`src/rtl/cfgmem_pkg.sv`:
```
// Shared types and helpers for the serial configuration memory.
// Assumes nothing beyond a single clock domain.
package cfgmem_pkg;

    // Command from the pin control logic to the bit pointer.
    typedef struct packed {
        logic clr;   // return pointer to bit 0, leave exhausted state
        logic adv;   // move to the next bit
    } cnt_cmd_t;

    // True when the reset/output-enable pin is at its clear level.
    function automatic logic clear_level(input logic pin, input logic pol);
        return pin ^ pol;
    endfunction

endpackage

```
`src/rtl/cfgmem_array.sv`:
```
// Single-bit storage array with one synchronous write port and a
// combinational read port. Assumes the write strobe is already gated
// to standby by the caller. Contents are not reset.
module cfgmem_array #(
    parameter int DEPTH  = 256,
    parameter int ADDR_W = 8
) (
    input  logic              clk,
    input  logic              wr_en,
    input  logic [ADDR_W-1:0] wr_addr,
    input  logic              wr_bit,
    input  logic [ADDR_W-1:0] rd_addr,
    output logic              rd_bit
);

    logic [DEPTH-1:0] cells;

    // Store one preload bit per write strobe.
    always_ff @(posedge clk) begin
        if (wr_en) begin
            cells[wr_addr] <= wr_bit;
        end
    end

    // Present the addressed bit.
    assign rd_bit = cells[rd_addr];

endmodule

```
`src/rtl/cfgmem_counter.sv`:
```
// Bit pointer with exhausted flag. Advances on adv, returns to 0 on
// clr, and stops at the last index instead of wrapping. Assumes clr
// and adv are never both meant to move the pointer (clr wins).
module cfgmem_counter
    import cfgmem_pkg::*;
#(
    parameter int DEPTH  = 256,
    parameter int ADDR_W = 8
) (
    input  logic              clk,
    input  logic              rst_n,
    input  cnt_cmd_t          cmd,
    output logic [ADDR_W-1:0] addr,
    output logic              done
);

    localparam logic [ADDR_W-1:0] LAST = ADDR_W'(DEPTH - 1);

    // Pointer and exhausted-state update.
    always_ff @(posedge clk) begin
        if (!rst_n) begin
            addr <= '0;
            done <= 1'b0;
        end else if (cmd.clr) begin
            addr <= '0;
            done <= 1'b0;
        end else if (cmd.adv) begin
            if (addr == LAST) begin
                done <= 1'b1;
            end else begin
                addr <= addr + 1'b1;
            end
        end
    end


    advance_step_chk: assert property (@(posedge clk) disable iff (!rst_n)
        (cmd.adv && !cmd.clr) |=> (addr == $past(addr) + 1'b1) || done);


    clear_to_zero_chk: assert property (@(posedge clk) disable iff (!rst_n)
        cmd.clr |=> (addr == '0) && !done);


    idle_hold_chk: assert property (@(posedge clk) disable iff (!rst_n)
        (!cmd.adv && !cmd.clr) |=> $stable(addr) && $stable(done));


    no_wrap_chk: assert property (@(posedge clk) disable iff (!rst_n)
        (done && !cmd.clr) |=> done && (addr == LAST));

endmodule

```
`src/rtl/cfgmem_ctrl.sv`:
```
// Pin control: holds the reset polarity bit, decodes the serial
// enable, chip enable and reset/output-enable pins into pointer
// commands, the data driver enable and the chip-enable-out pin.
// Assumes the pins are synchronous to clk.
module cfgmem_ctrl
    import cfgmem_pkg::*;
(
    input  logic     clk,
    input  logic     rst_n,
    input  logic     ser_en,
    input  logic     ce_n,
    input  logic     rst_oe,
    input  logic     pol_we,
    input  logic     pol_bit,
    input  logic     done,
    output cnt_cmd_t cmd,
    output logic     data_oe,
    output logic     ceo_n,
    output logic     standby
);

    logic pol;
    logic clr_lvl;
    logic enabled;

    // Polarity bit, writable only in standby.
    always_ff @(posedge clk) begin
        if (!rst_n) begin
            pol <= 1'b0;
        end else if (pol_we && ce_n) begin
            pol <= pol_bit;
        end
    end

    // Decode pins into enables and pointer commands.
    always_comb begin
        clr_lvl  = clear_level(rst_oe, pol);
        enabled  = ser_en && !ce_n && !clr_lvl;
        cmd.clr  = ser_en && clr_lvl;
        cmd.adv  = enabled && !done;
        data_oe  = enabled && !done;
        ceo_n    = !(enabled && done);
        standby  = ce_n;
    end


    drive_handoff_excl_chk: assert property (@(posedge clk) disable iff (!rst_n)
        !(data_oe && !ceo_n));


    ceo_after_clear_chk: assert property (@(posedge clk) disable iff (!rst_n)
        cmd.clr |=> ceo_n);


    serial_off_chk: assert property (@(posedge clk) disable iff (!rst_n)
        !ser_en |-> (!data_oe && ceo_n && !cmd.adv && !cmd.clr));


    pol_locked_chk: assert property (@(posedge clk) disable iff (!rst_n)
        !ce_n |=> $stable(pol));

endmodule

```
`src/rtl/cfg_bitstream_mem.sv`:
```
// Cascadable serial configuration bit memory. One stored bit per
// enabled clock is presented on data_q with data_oe as the tri-state
// enable; after the last bit the driver turns off and ceo_n hands the
// stream to the next device. Assumes DEPTH is at least 2.
module cfg_bitstream_mem
    import cfgmem_pkg::*;
#(
    parameter int DEPTH  = 256,
    parameter int ADDR_W = (DEPTH > 1) ? $clog2(DEPTH) : 1
) (
    input  logic              clk,
    input  logic              rst_n,
    input  logic              ser_en,
    input  logic              ce_n,
    input  logic              rst_oe,
    input  logic              pl_we,
    input  logic [ADDR_W-1:0] pl_addr,
    input  logic              pl_bit,
    input  logic              pl_pol_we,
    output logic              data_q,
    output logic              data_oe,
    output logic              ceo_n
);

    cnt_cmd_t          cmd;
    logic [ADDR_W-1:0] addr;
    logic              done;
    logic              standby;
    logic              rd_bit;

    cfgmem_ctrl u_ctrl (
        .clk     (clk),
        .rst_n   (rst_n),
        .ser_en  (ser_en),
        .ce_n    (ce_n),
        .rst_oe  (rst_oe),
        .pol_we  (pl_pol_we),
        .pol_bit (pl_bit),
        .done    (done),
        .cmd     (cmd),
        .data_oe (data_oe),
        .ceo_n   (ceo_n),
        .standby (standby)
    );

    cfgmem_counter #(.DEPTH(DEPTH), .ADDR_W(ADDR_W)) u_counter (
        .clk   (clk),
        .rst_n (rst_n),
        .cmd   (cmd),
        .addr  (addr),
        .done  (done)
    );

    cfgmem_array #(.DEPTH(DEPTH), .ADDR_W(ADDR_W)) u_array (
        .clk     (clk),
        .wr_en   (pl_we && standby),
        .wr_addr (pl_addr),
        .wr_bit  (pl_bit),
        .rd_addr (addr),
        .rd_bit  (rd_bit)
    );

    // Drive data only while the output is enabled.
    assign data_q = data_oe && rd_bit;


    handoff_release_chk: assert property (@(posedge clk) disable iff (!rst_n)
        $rose(done) |-> !data_oe);


    standby_quiet_chk: assert property (@(posedge clk) disable iff (!rst_n)
        ce_n |-> (!data_oe && ceo_n));

endmodule

```
`config.mk`:
```
export PLATFORM = sky130hd
export DESIGN_NAME = cfg_bitstream_mem
export DESIGN_NICKNAME = d
export VERILOG_FILES = /design/src/rtl/cfgmem_pkg.sv /design/src/rtl/cfgmem_array.sv /design/src/rtl/cfgmem_counter.sv /design/src/rtl/cfgmem_ctrl.sv /design/src/rtl/cfg_bitstream_mem.sv
export SDC_FILE = /design/constraint.sdc
export NUM_CORES = 1
export LEC_CHECK = 0
export BUFFER_PORTS_ARGS = -buffer_cell sky130_fd_sc_hd__buf_2
export CAP_MARGIN = 20
export CELL_PAD_IN_SITES_DETAIL_PLACEMENT = 2
export CELL_PAD_IN_SITES_GLOBAL_PLACEMENT = 2
export CORE_ASPECT_RATIO = 0.9
export CORE_MARGIN = 5
export CORE_UTILIZATION = 25
export DETAILED_ROUTE_END_ITERATION = 10
export GPL_ROUTABILITY_DRIVEN = 1
export HOLD_SLACK_MARGIN = 0.1
export PLACE_DENSITY = 0.52
export SYNTH_ARGS = -nofsm -noshare
export SYNTH_HDL_FRONTEND = slang
export SYNTH_SLANG_ARGS = --single-unit
```
`constraint.sdc`:
```
create_clock -name clk -period 1.9 [get_ports clk]
set_input_delay 0.095 -clock clk [delete_from_list [all_inputs] [get_ports clk]]
set_output_delay 0.095 -clock clk [all_outputs]
set_load 0.005 [all_outputs]
```
==> flow_summary.json, run 1 <==
{
  "status": "finished with violations",
  "violations": "negative setup slack",
  "die_area_sq_um": 51700,
  "final_common_cell": "nor2_1",
  "synth_nets": 878,
  "cp_max_fo": 5,
  "async_flop_share": 0,
  "crit_path_start": "u_counter.addr[0]",
  "r2r-start": "u_counter.addr[0]",
  "ios": 19,
  "grt_pass1_wl_um": 57300,
  "gr-usage-met2": 0.247,
  "dominantRegCellSynth": "edfxtp_1",
  "cts_num_sinks": 266,
  "critPathLaunchType": "flip-flop",
  "grt_max_degree": 79,
  "cts_root_buf": "clkbuf_16",
  "drt_iter0_drc": 541,
  "final_area_sq_um": 14800,
  "worst-path-buf-inv": 3,
  "firstDrtPassIters": 5,
  "finalSetupViolations": 1,
  "antenna_cells": 0,
  "syn-cell-area_sq_um": 11800,
  "dp_hpwl_um": 24300,
  "postRouteAntennaNets": 0,
  "critPathCaptureType": "output port",
  "grt_use_met1": 0.208,
  "coreArea_sq_um": 46700,
  "synth_top_area_frac": 0.651,
  "r2r-end": "u_counter.addr[5]",
  "slowest_delay_ns": 0.55,
  "worst_slack_ns": -1.04,
  "critical_path.top_delay_family": "multiplexers",
  "crit_path_top_delay_cell": "mux4_2",
  "die_h_um": 216,
  "grt_remaining_overflow": 0,
  "skew_ns": 0.00677,
  "routed_via_density": 4.69,
  "grt_pass1_vias": 8283,
  "antenna_found_initial": 0,
  "hold-worst-slack_ns": 0.182,
  "regArea_sq_um": 7900,
  "synth_edf_count": 256,
  "globalRouteMet3Util": 0.0212,
  "worstMarginPinSlew_ns": 0.416,
  "irDropWorstVdd_v": 0.000550,
  "post_synth.cell_area_avg_sq_um": 13.7,
  "clock.fmax_mhz": 340,
  "rr_worst_depth": 9,
  "leakagePower_nw": 4.55,
  "worstSetupPathType": "reg2out",
  "power_density_nw_per_um2": 842,
  "hold_path_class": "in2reg",
  "cts.htree.levels": 1,
  "crit_arrival_ns": 2.85,
  "seq_area_frac_synth": 0.667,
  "slew_violations": 0,
  "vias": 7623,
  "relSlewSlack": 0.723,
  "ff2ff_setup_slack_ns": 0.04,
  "gr-usage-all-layers": 0.148,
  "synth.distinct_cells": 52,
  "synth_area_leaders": "edfxtp_1 (65%), mux4_2 (8.8%), nor2_1 (8.7%), mux2i_1 (2.7%), dfxtp_1 (1.7%)",
  "max_cap_violations": 0,
  "rows": 75,
  "io_buffers": 18,
  "drive_above_1_share": 0.272,
  "synthCells": 861,
  "drcViolationCount": 0,
  "crit_path_frequent_cell": "mux4_2",
  "mostFrequentLayoutCells": "nor2_1 (272), edfxtp_1 (256), buf_4 (109)",
  "crit_end": "data_q",
  "fillers": 4856,
  "ys_warn_count": 0,
  "clk_pin_slew_worst_paths_ns": 0.06,
  "nNetsFinal": 1011,
  "top_usage_layer": "met2",
  "finalCriticalPeriod_ns": 2.94,
  "placed_area_sq_um": 13400,
  "routed_wl_um": 38800,
  "clock_path_buffers": 3,
  "timing_hold_violations_final": 0,
  "cts_tree": "yes",
  "cp_cell_sequence": "buf_6, buf_8, mux4_2, mux4_2, nand3_1, o211a_1, o22ai_4, buf_2",
  "crit_cells": 8,
  "clk_latency_ns": 0.58,
  "multiInputGateArea_sq_um": 3700,
  "initial_core_util": 0.253,
  "post_drt_wl_per_cell_um": 23.9,
  "die_width_um": 239,
  "syn_to_final_growth_pct": 25.3,
  "cp.required_ns": 1.80,
  "numCtsBuffers": 31,
  "ys_ff_latch": 266,
  "rsz0062_at_grt": "true",
  "period_share": 1.55,
  "gp_congestion": 0.757,
  "yosysTopAreaCell": "edfxtp_1"
}
[worst reg2reg max path, cell delays in order (launching register included)]
cell and delay (ns):
dfxtp_4 0.38, buf_6 0.14, buf_8 0.19, clkinvlp_4 0.18, buf_4 0.18, buf_12 0.13
nor3_2 0.20, nand4_1 0.14, xnor2_1 0.16, nor2_1 0.05
[metrics by stage]
stage / TNS, ns / total power [W] / cells / setup slack (ns) / util
final: -1.04 / 0.0125 / 1626 / -1.04 / 0.317
after global routing: -1.26 / 0.0129 / 1626 / -1.12 / 0.317
after CTS: -1.08 / 0.0126 / 1618 / -1.08 / 0.312
after detailed placement: -2.10 / 0.00707 / 1546 / -0.845 / 0.287
after global placement: -2.03 / 0.00707 / 1546 / -0.860 / 0.287
after floorplan: -0.0471 / 0.00679 / 861 / -0.0471 / -
[synthesized netlist by cell type, types with 5 or more instances]
master    number
mux2i_1       32
nand2_1       35
nand4_1       13
nand3_1       31
clkbuf_1      48
nor2_1       273
mux4_2        46
buf_2          5
o221ai_1       7
edfxtp_1     256
xnor2_1        5
buf_6          5
dfxtp_1       10
nor2b_1       13
buf_4          6
inv_1          6
a21oi_1        8
mux4_1         7
[layer usage]
| metal | vias to the layer above | share of wire |
|---|---|---|
| met5 | - | 0 |
| met3 | 42 | 0.027 |
| met2 | 84 | 0.49 |
| met1 | 4056 | 0.47 |
| li1 | 3441 | - |
| met4 | 0 | 0.017 |
[worst min path at each step]
stage                from                  to  slack (ns)  depth (start not counted)
3_5_place_dp        rst_n          u_ctrl.pol        0.37                          2
3_3_place_gp        rst_n          u_ctrl.pol        0.37                          2
5_1_grt        pl_addr[1]  u_array.cells[171]        0.24                          4
6_report           rst_oe   u_counter.addr[1]        0.18                          5
4_1_cts            rst_oe   u_counter.addr[1]        0.17                          5
2_1_floorplan      pl_bit    u_array.cells[0]        0.19                          0
[report_power, final]
| group | total [W] | switching [W] | internal (W) | leakage [nW] |
|---|---|---|---|---|
| Clock | 0.00546 | 0.00238 | 0.00308 | 0.435 |
| Sequential | 0.00643 | 0.00000549 | 0.00643 | 2.38 |
| Combinational | 0.000585 | 0.000351 | 0.000234 | 1.73 |
| Total | 0.0125 | 0.00274 | 0.00974 | 4.55 |
[cell families after synthesis]
kind of cell,Yosys count,synth area share
AND/OR/NAND/NOR,378,0.133
XOR/XNOR,7,0.00519
adder cells (fa/ha/maj),1,0.00106
multiplexers,87,0.132
AO/OA/AOI/OAI,48,0.0309
buffers and inverters,74,0.0305
flip-flops,266,0.667
[sequential cells by signal, indices dropped and copies added, names as in the netlist]
name and flops:
u_ctrl.pol 1, u_array.cells 256, u_counter.done 1, u_counter.addr 8
[final cells by class]
class,count,share of cell area
Timing Repair Buffer,167,0.103
Multi-Input combinational cell,521,0.250
Inverter,7,0.00228
Clock buffer,38,0.0542
Clock inverter,11,0.00532
Sequential cell,266,0.533
Tap cell,616,0.0520
[repair_timing]
action,CTS,global route
buffers inserted,11,8
gates resized for setup,22,31
endpoints found under the setup margin,8,10
hold buffers,12,0
pin swaps,5,12
hold endpoints to repair,55,0
gates cloned,0,0
Note: power is estimated with default switching activity, not from simulation.
==> run 2: changes to the inputs <==
--- a/constraint.sdc
+++ b/constraint.sdc
@@ -3,2 +3,2 @@
 set_output_delay 0.095 -clock clk [all_outputs]
-set_load 0.005 [all_outputs]
+set_load 0.02 [all_outputs]
==> run 2 against run 1 <==
  * The flow still finishes with violations (negative setup slack)
  * Sequential power barely moved
  * Final cell count down 0.25%
  * Clock skew fell by 0.0018 ns
  * Setup slack worse by 0.040 ns
  * Global-route usage rose by 0.21 points
  * Clock power grew 13%
  * Flip-flop and latch count is the same
  * Fmax is 1.3% lower
  * Sequential share of layout area shrank 0.10 points
  * Worst hold slack got worse by 0.047 ns
  * Via count increased by 0.56%
  * Largest cell class unchanged
==> flow_summary.json, run 2 (synthesized netlist as in run 1, its figures left out) <==
{
  "cp.required_ns": 1.80,
  "nNetsFinal": 1000,
  "skew_ns": 0.00498,
  "routed_via_density": 4.73,
  "rows": 75,
  "initial_core_util": 0.253,
  "mostFrequentLayoutCells": "nor2_1 (272), edfxtp_1 (256), buf_4 (103)",
  "irDropWorstVdd_v": 0.000667,
  "dp_hpwl_um": 25000,
  "reg_top3": "u_array.cells x256, u_counter.addr x8",
  "firstDrtPassIters": 4,
  "cts.htree.levels": 1,
  "violations": "negative setup slack",
  "regArea_sq_um": 7900,
  "relSlewSlack": 0.579,
  "ios": 19,
  "finalSetupViolations": 1,
  "largest-register": "u_array.cells",
  "rsz0062_at_grt": "true",
  "drt_iter0_drc": 529,
  "clk_latency_ns": 0.58,
  "worstSetupPathType": "reg2out",
  "cts_num_sinks": 266,
  "finalCriticalPeriod_ns": 2.98,
  "postRouteAntennaNets": 0,
  "worst_slack_ns": -1.08,
  "drcViolationCount": 0,
  "status": "finished with violations",
  "grt_pass1_wl_um": 58000,
  "coreArea_sq_um": 46700,
  "crit_arrival_ns": 2.89,
  "hold_path_class": "in2reg",
  "die_h_um": 216,
  "routed_wl_um": 39400,
  "critPathCaptureType": "output port",
  "grt_pass1_vias": 8309,
  "gp_congestion": 0.761,
  "gr-usage-all-layers": 0.150,
  "critPathLaunchType": "flip-flop",
  "clock.fmax_mhz": 335,
  "multiInputGateArea_sq_um": 3710,
  "antenna_found_initial": 0,
  "clk_pin_slew_worst_paths_ns": 0.06,
  "die_width_um": 239,
  "post_drt_wl_per_cell_um": 24.3,
  "vias": 7666,
  "syn_to_final_growth_pct": 25.6,
  "worstMarginPinSlew_ns": 0.631,
  "leakagePower_nw": 4.56,
  "io_buffers": 18,
  "timing_hold_violations_final": 0,
  "cts_tree": "yes",
  "grt_remaining_overflow": 0,
  "clock_path_buffers": 3,
  "period_share": 1.57,
  "final_common_cell": "nor2_1",
  "pre_cts_ws_ns": -0.675,
  "largest_reg_flops": 256,
  "antenna_cells": 0,
  "drive_above_1_share": 0.266,
  "power_density_nw_per_um2": 886,
  "numCtsBuffers": 31,
  "cts_root_buf": "clkbuf_16",
  "slew_violations": 0,
  "grt_max_degree": 92,
  "fillers": 4885,
  "die_area_sq_um": 51700,
  "max_cap_violations": 0,
  "final_util": 0.318,
  "cp_max_fo": 6
}
run 2: metrics by stage:
step                hold WS (ns)  power, W  area (sq um)  cells  setup TNS [ns]
floorplan                  0.194   0.00680         11900    861          -0.165
global placement           0.373   0.00706         13400   1538           -1.49
detailed placement         0.376   0.00706         13400   1538           -1.64
CTS                        0.103    0.0133         14700   1617           -1.18
global route               0.149    0.0136         14800   1622           -1.23
finish                     0.136    0.0131         14800   1622           -1.08
run 2: what timing repair did:
item / in CTS / in global routing
gates resized for setup: 25 / 21
pin swaps: 8 / 10
buffers inserted: 12 / 5
hold buffers: 12 / 0
endpoints found under the hold margin: 63 / 0
endpoints found under the setup margin: 8 / 9
run 2: where the power goes:
group / internal, W / switching, W
Sequential: 0.00643 / 0.00000893
Combinational: 0.000219 / 0.000345
Clock: 0.00367 / 0.00247
Total: 0.0103 / 0.00283
run 2: layout make-up:
type	count	share of cell area
flip-flops and latches	266	0.532
multi-input cells	521	0.250
repair buffers	156	0.0946
clock buffers	38	0.0540
well taps	616	0.0519
clock inverters	18	0.0154
inverters	7	0.00202
run 2: critical path, stage by stage (launching register included):
cell	delay [ns]
dfxtp_4	0.47
buf_6	0.14
mux4_2	0.48
a22o_1	0.22
a211o_1	0.30
a311oi_2	0.28
a32o_2	0.20
o22ai_4	0.08
buf_6	0.14
run 2: worst paths after layout:
path,from,endpoint,slack (ns),cells after the start
max,u_counter.addr[0],data_q,-1.08,8
min,ser_en,u_counter.addr[6],0.14,5
max reg2reg,u_counter.addr[1],u_counter.addr[2],0.07,10
min reg2reg,u_counter.addr[5],u_counter.addr[6],0.60,2
run 2: routing by layer:
| layer | track usage | routed length [um] | part of all wire |
|---|---|---|---|
| met1 | 0.216 | 18300 | 0.46 |
| met2 | 0.242 | 18300 | 0.46 |
| met3 | 0.0200 | 1810 | 0.046 |
| met4 | 0.0356 | 997 | 0.025 |
| met5 | 0 | 0 | 0 |
==> run 3: changes to the inputs <==
- RECOVER_POWER: unset -> 50
==> run 3 against run 2 <==
  * The flow still finishes with violations (negative setup slack)
  * Die area unchanged
  * First-iteration DRC count increased by 1.1%
  * Core utilization decreased by 0.14 points
  * Flip-flop and latch count unchanged
  * Cell area decreased by 0.45%
  * Register-to-register slack about the same
  * Combinational power decreased by 3%
  * Sequential power about the same
  * Largest cell class unchanged
  * Highest routed layer unchanged
==> flow_summary.json, run 3 (synthesized netlist as in run 1, its figures left out) <==
{
  "status": "finished with violations",
  "violations": "negative setup slack",
  "drt_iter0_drc": 535,
  "syn_to_final_growth_pct": 25.0,
  "antenna_found_initial": 0,
  "die_area_sq_um": 51700,
  "period_share": 1.57,
  "largest-register": "u_array.cells",
  "vias": 7696,
  "cp_max_fo": 6,
  "p_comb_frac": 0.042,
  "skew_ns": 0.00485,
  "coreArea_sq_um": 46700,
  "drive_above_1_share": 0.264,
  "fillers": 4899,
  "switching_share": 0.215,
  "finalCriticalPeriod_ns": 2.99,
  "drcViolationCount": 0,
  "cts_num_sinks": 266,
  "worstMarginPinSlew_ns": 0.957,
  "gp_congestion": 0.761,
  "crit_arrival_ns": 2.90,
  "cp.required_ns": 1.80,
  "worst_slack_ns": -1.09,
  "io_buffers": 18,
  "timing_hold_violations_final": 0,
  "firstDrtPassIters": 4,
  "cts_tree": "yes",
  "cts_root_buf": "clkbuf_16",
  "final_area_sq_um": 14800,
  "relSlewSlack": 0.362,
  "clk_latency_ns": 0.58,
  "gr-usage-all-layers": 0.150,
  "p_switching_w": 0.00283,
  "p_seq_frac": 0.490,
  "rows": 75,
  "initial_core_util": 0.253,
  "mostFrequentLayoutCells": "nor2_1 (272), edfxtp_1 (256), buf_4 (100)",
  "p_int_w": 0.0103,
  "critPathLaunchType": "flip-flop",
  "irDropWorstVdd_v": 0.000666,
  "power_density_nw_per_um2": 889,
  "routed_via_density": 4.74,
  "post_drt_wl_per_cell_um": 24.3,
  "cts.htree.levels": 1,
  "critPathCaptureType": "output port",
  "finalSetupViolations": 1,
  "clock_path_buffers": 3,
  "grt_pass1_wl_um": 58000,
  "placed_area_sq_um": 13400,
  "tns_ns": -1.09,
  "clk_pin_slew_worst_paths_ns": 0.06,
  "routed_wl_um": 39500,
  "numCtsBuffers": 31,
  "rsz0062_at_grt": "true",
  "power_w": 0.0131,
  "slew_violations": 0,
  "die_h_um": 216,
  "antenna_cells": 0,
  "grt_max_degree": 92,
  "clock.fmax_mhz": 334,
  "nNetsFinal": 1000,
  "max_cap_violations": 0,
  "worstSetupPathType": "reg2out",
  "clkPwrFrac": 0.468,
  "leakagePower_nw": 4.53,
  "reg_top3": "u_array.cells x256, u_counter.addr x8",
  "hold_path_class": "in2reg",
  "final_common_cell": "nor2_1",
  "final_util": 0.316,
  "largest_reg_flops": 256,
  "die_width_um": 239,
  "ios": 19,
  "grt_remaining_overflow": 0,
  "postRouteAntennaNets": 0,
  "grt_pass1_vias": 8309,
  "dp_hpwl_um": 25000
}
[run 3: cell types whose count changed in the layout (fill, tap and decap cells not counted), sizes merged]
cell	before	now
buf	144	136
clkbuf	38	46
[run 3: critical path, stage by stage, from the launching register on]
cell and delay, ns:
dfxtp_4 0.47, buf_6 0.14, mux4_2 0.48, a22o_1 0.22, a211o_1 0.30, a311oi_2 0.28
a32o_2 0.20, o22ai_4 0.08, buf_6 0.14
[run 3: routing by layer]
layer	routed length [um]	vias to the layer above	share of wire	track usage
met3	1530	58	0.039	0.0200
met2	18400	124	0.47	0.242
met4	988	0	0.025	0.0356
met1	18600	4080	0.47	0.216
met5	0	-	0	0
li1	-	3434	-	-
[run 3: power by group through the flow]
stage	Combinational [W]	Sequential [W]	Clock (W)
2_1_floorplan	0.000243	0.00656	0
3_3_place_gp	0.000495	0.00656	0
3_5_place_dp	0.000500	0.00656	0
4_1_cts	0.000552	0.00644	0.00633
5_1_grt	0.000592	0.00644	0.00658
6_report	0.000547	0.00644	0.00615
[run 3: stage by stage]
stage	hold WS, ns	setup WS (ns)	std cells
after detailed placement	0.376	-0.675	1538
final	0.135	-1.09	1622
after floorplan	0.194	-0.165	861
after global placement	0.373	-0.676	1538
after global routing	0.149	-1.20	1622
after CTS	0.103	-1.14	1617
[run 3: layout make-up]
cell class	instances	area (sq um)	share of cell area
repair buffers	156	1340	0.0904
clock buffers	38	802	0.0543
multi-input cells	521	3710	0.251
clock inverters	18	229	0.0155
inverters	7	30.0	0.00203
well taps	616	771	0.0522
flip-flops and latches	266	7900	0.534
[run 3: repair_timing]
| item | CTS | global route |
|---|---|---|
| hold buffers | 12 | 0 |
| hold endpoints to repair | 63 | 0 |
| buffers inserted | 12 | 5 |
| pin swaps | 8 | 10 |
| resized for setup | 25 | 21 |
| endpoints found under the setup margin | 8 | 9 |
[run 3: final timing paths]
| check | start | endpoint | slack [ns] | cells past startpoint |
|---|---|---|---|---|
| worst min-delay path | ser_en | u_counter.addr[6] | 0.13 | 5 |
| worst max register to register | u_counter.addr[1] | u_counter.addr[2] | 0.06 | 10 |
| worst max-delay path | u_counter.addr[0] | data_q | -1.09 | 8 |
| worst min register to register | u_counter.addr[5] | u_counter.addr[6] | 0.60 | 2 |
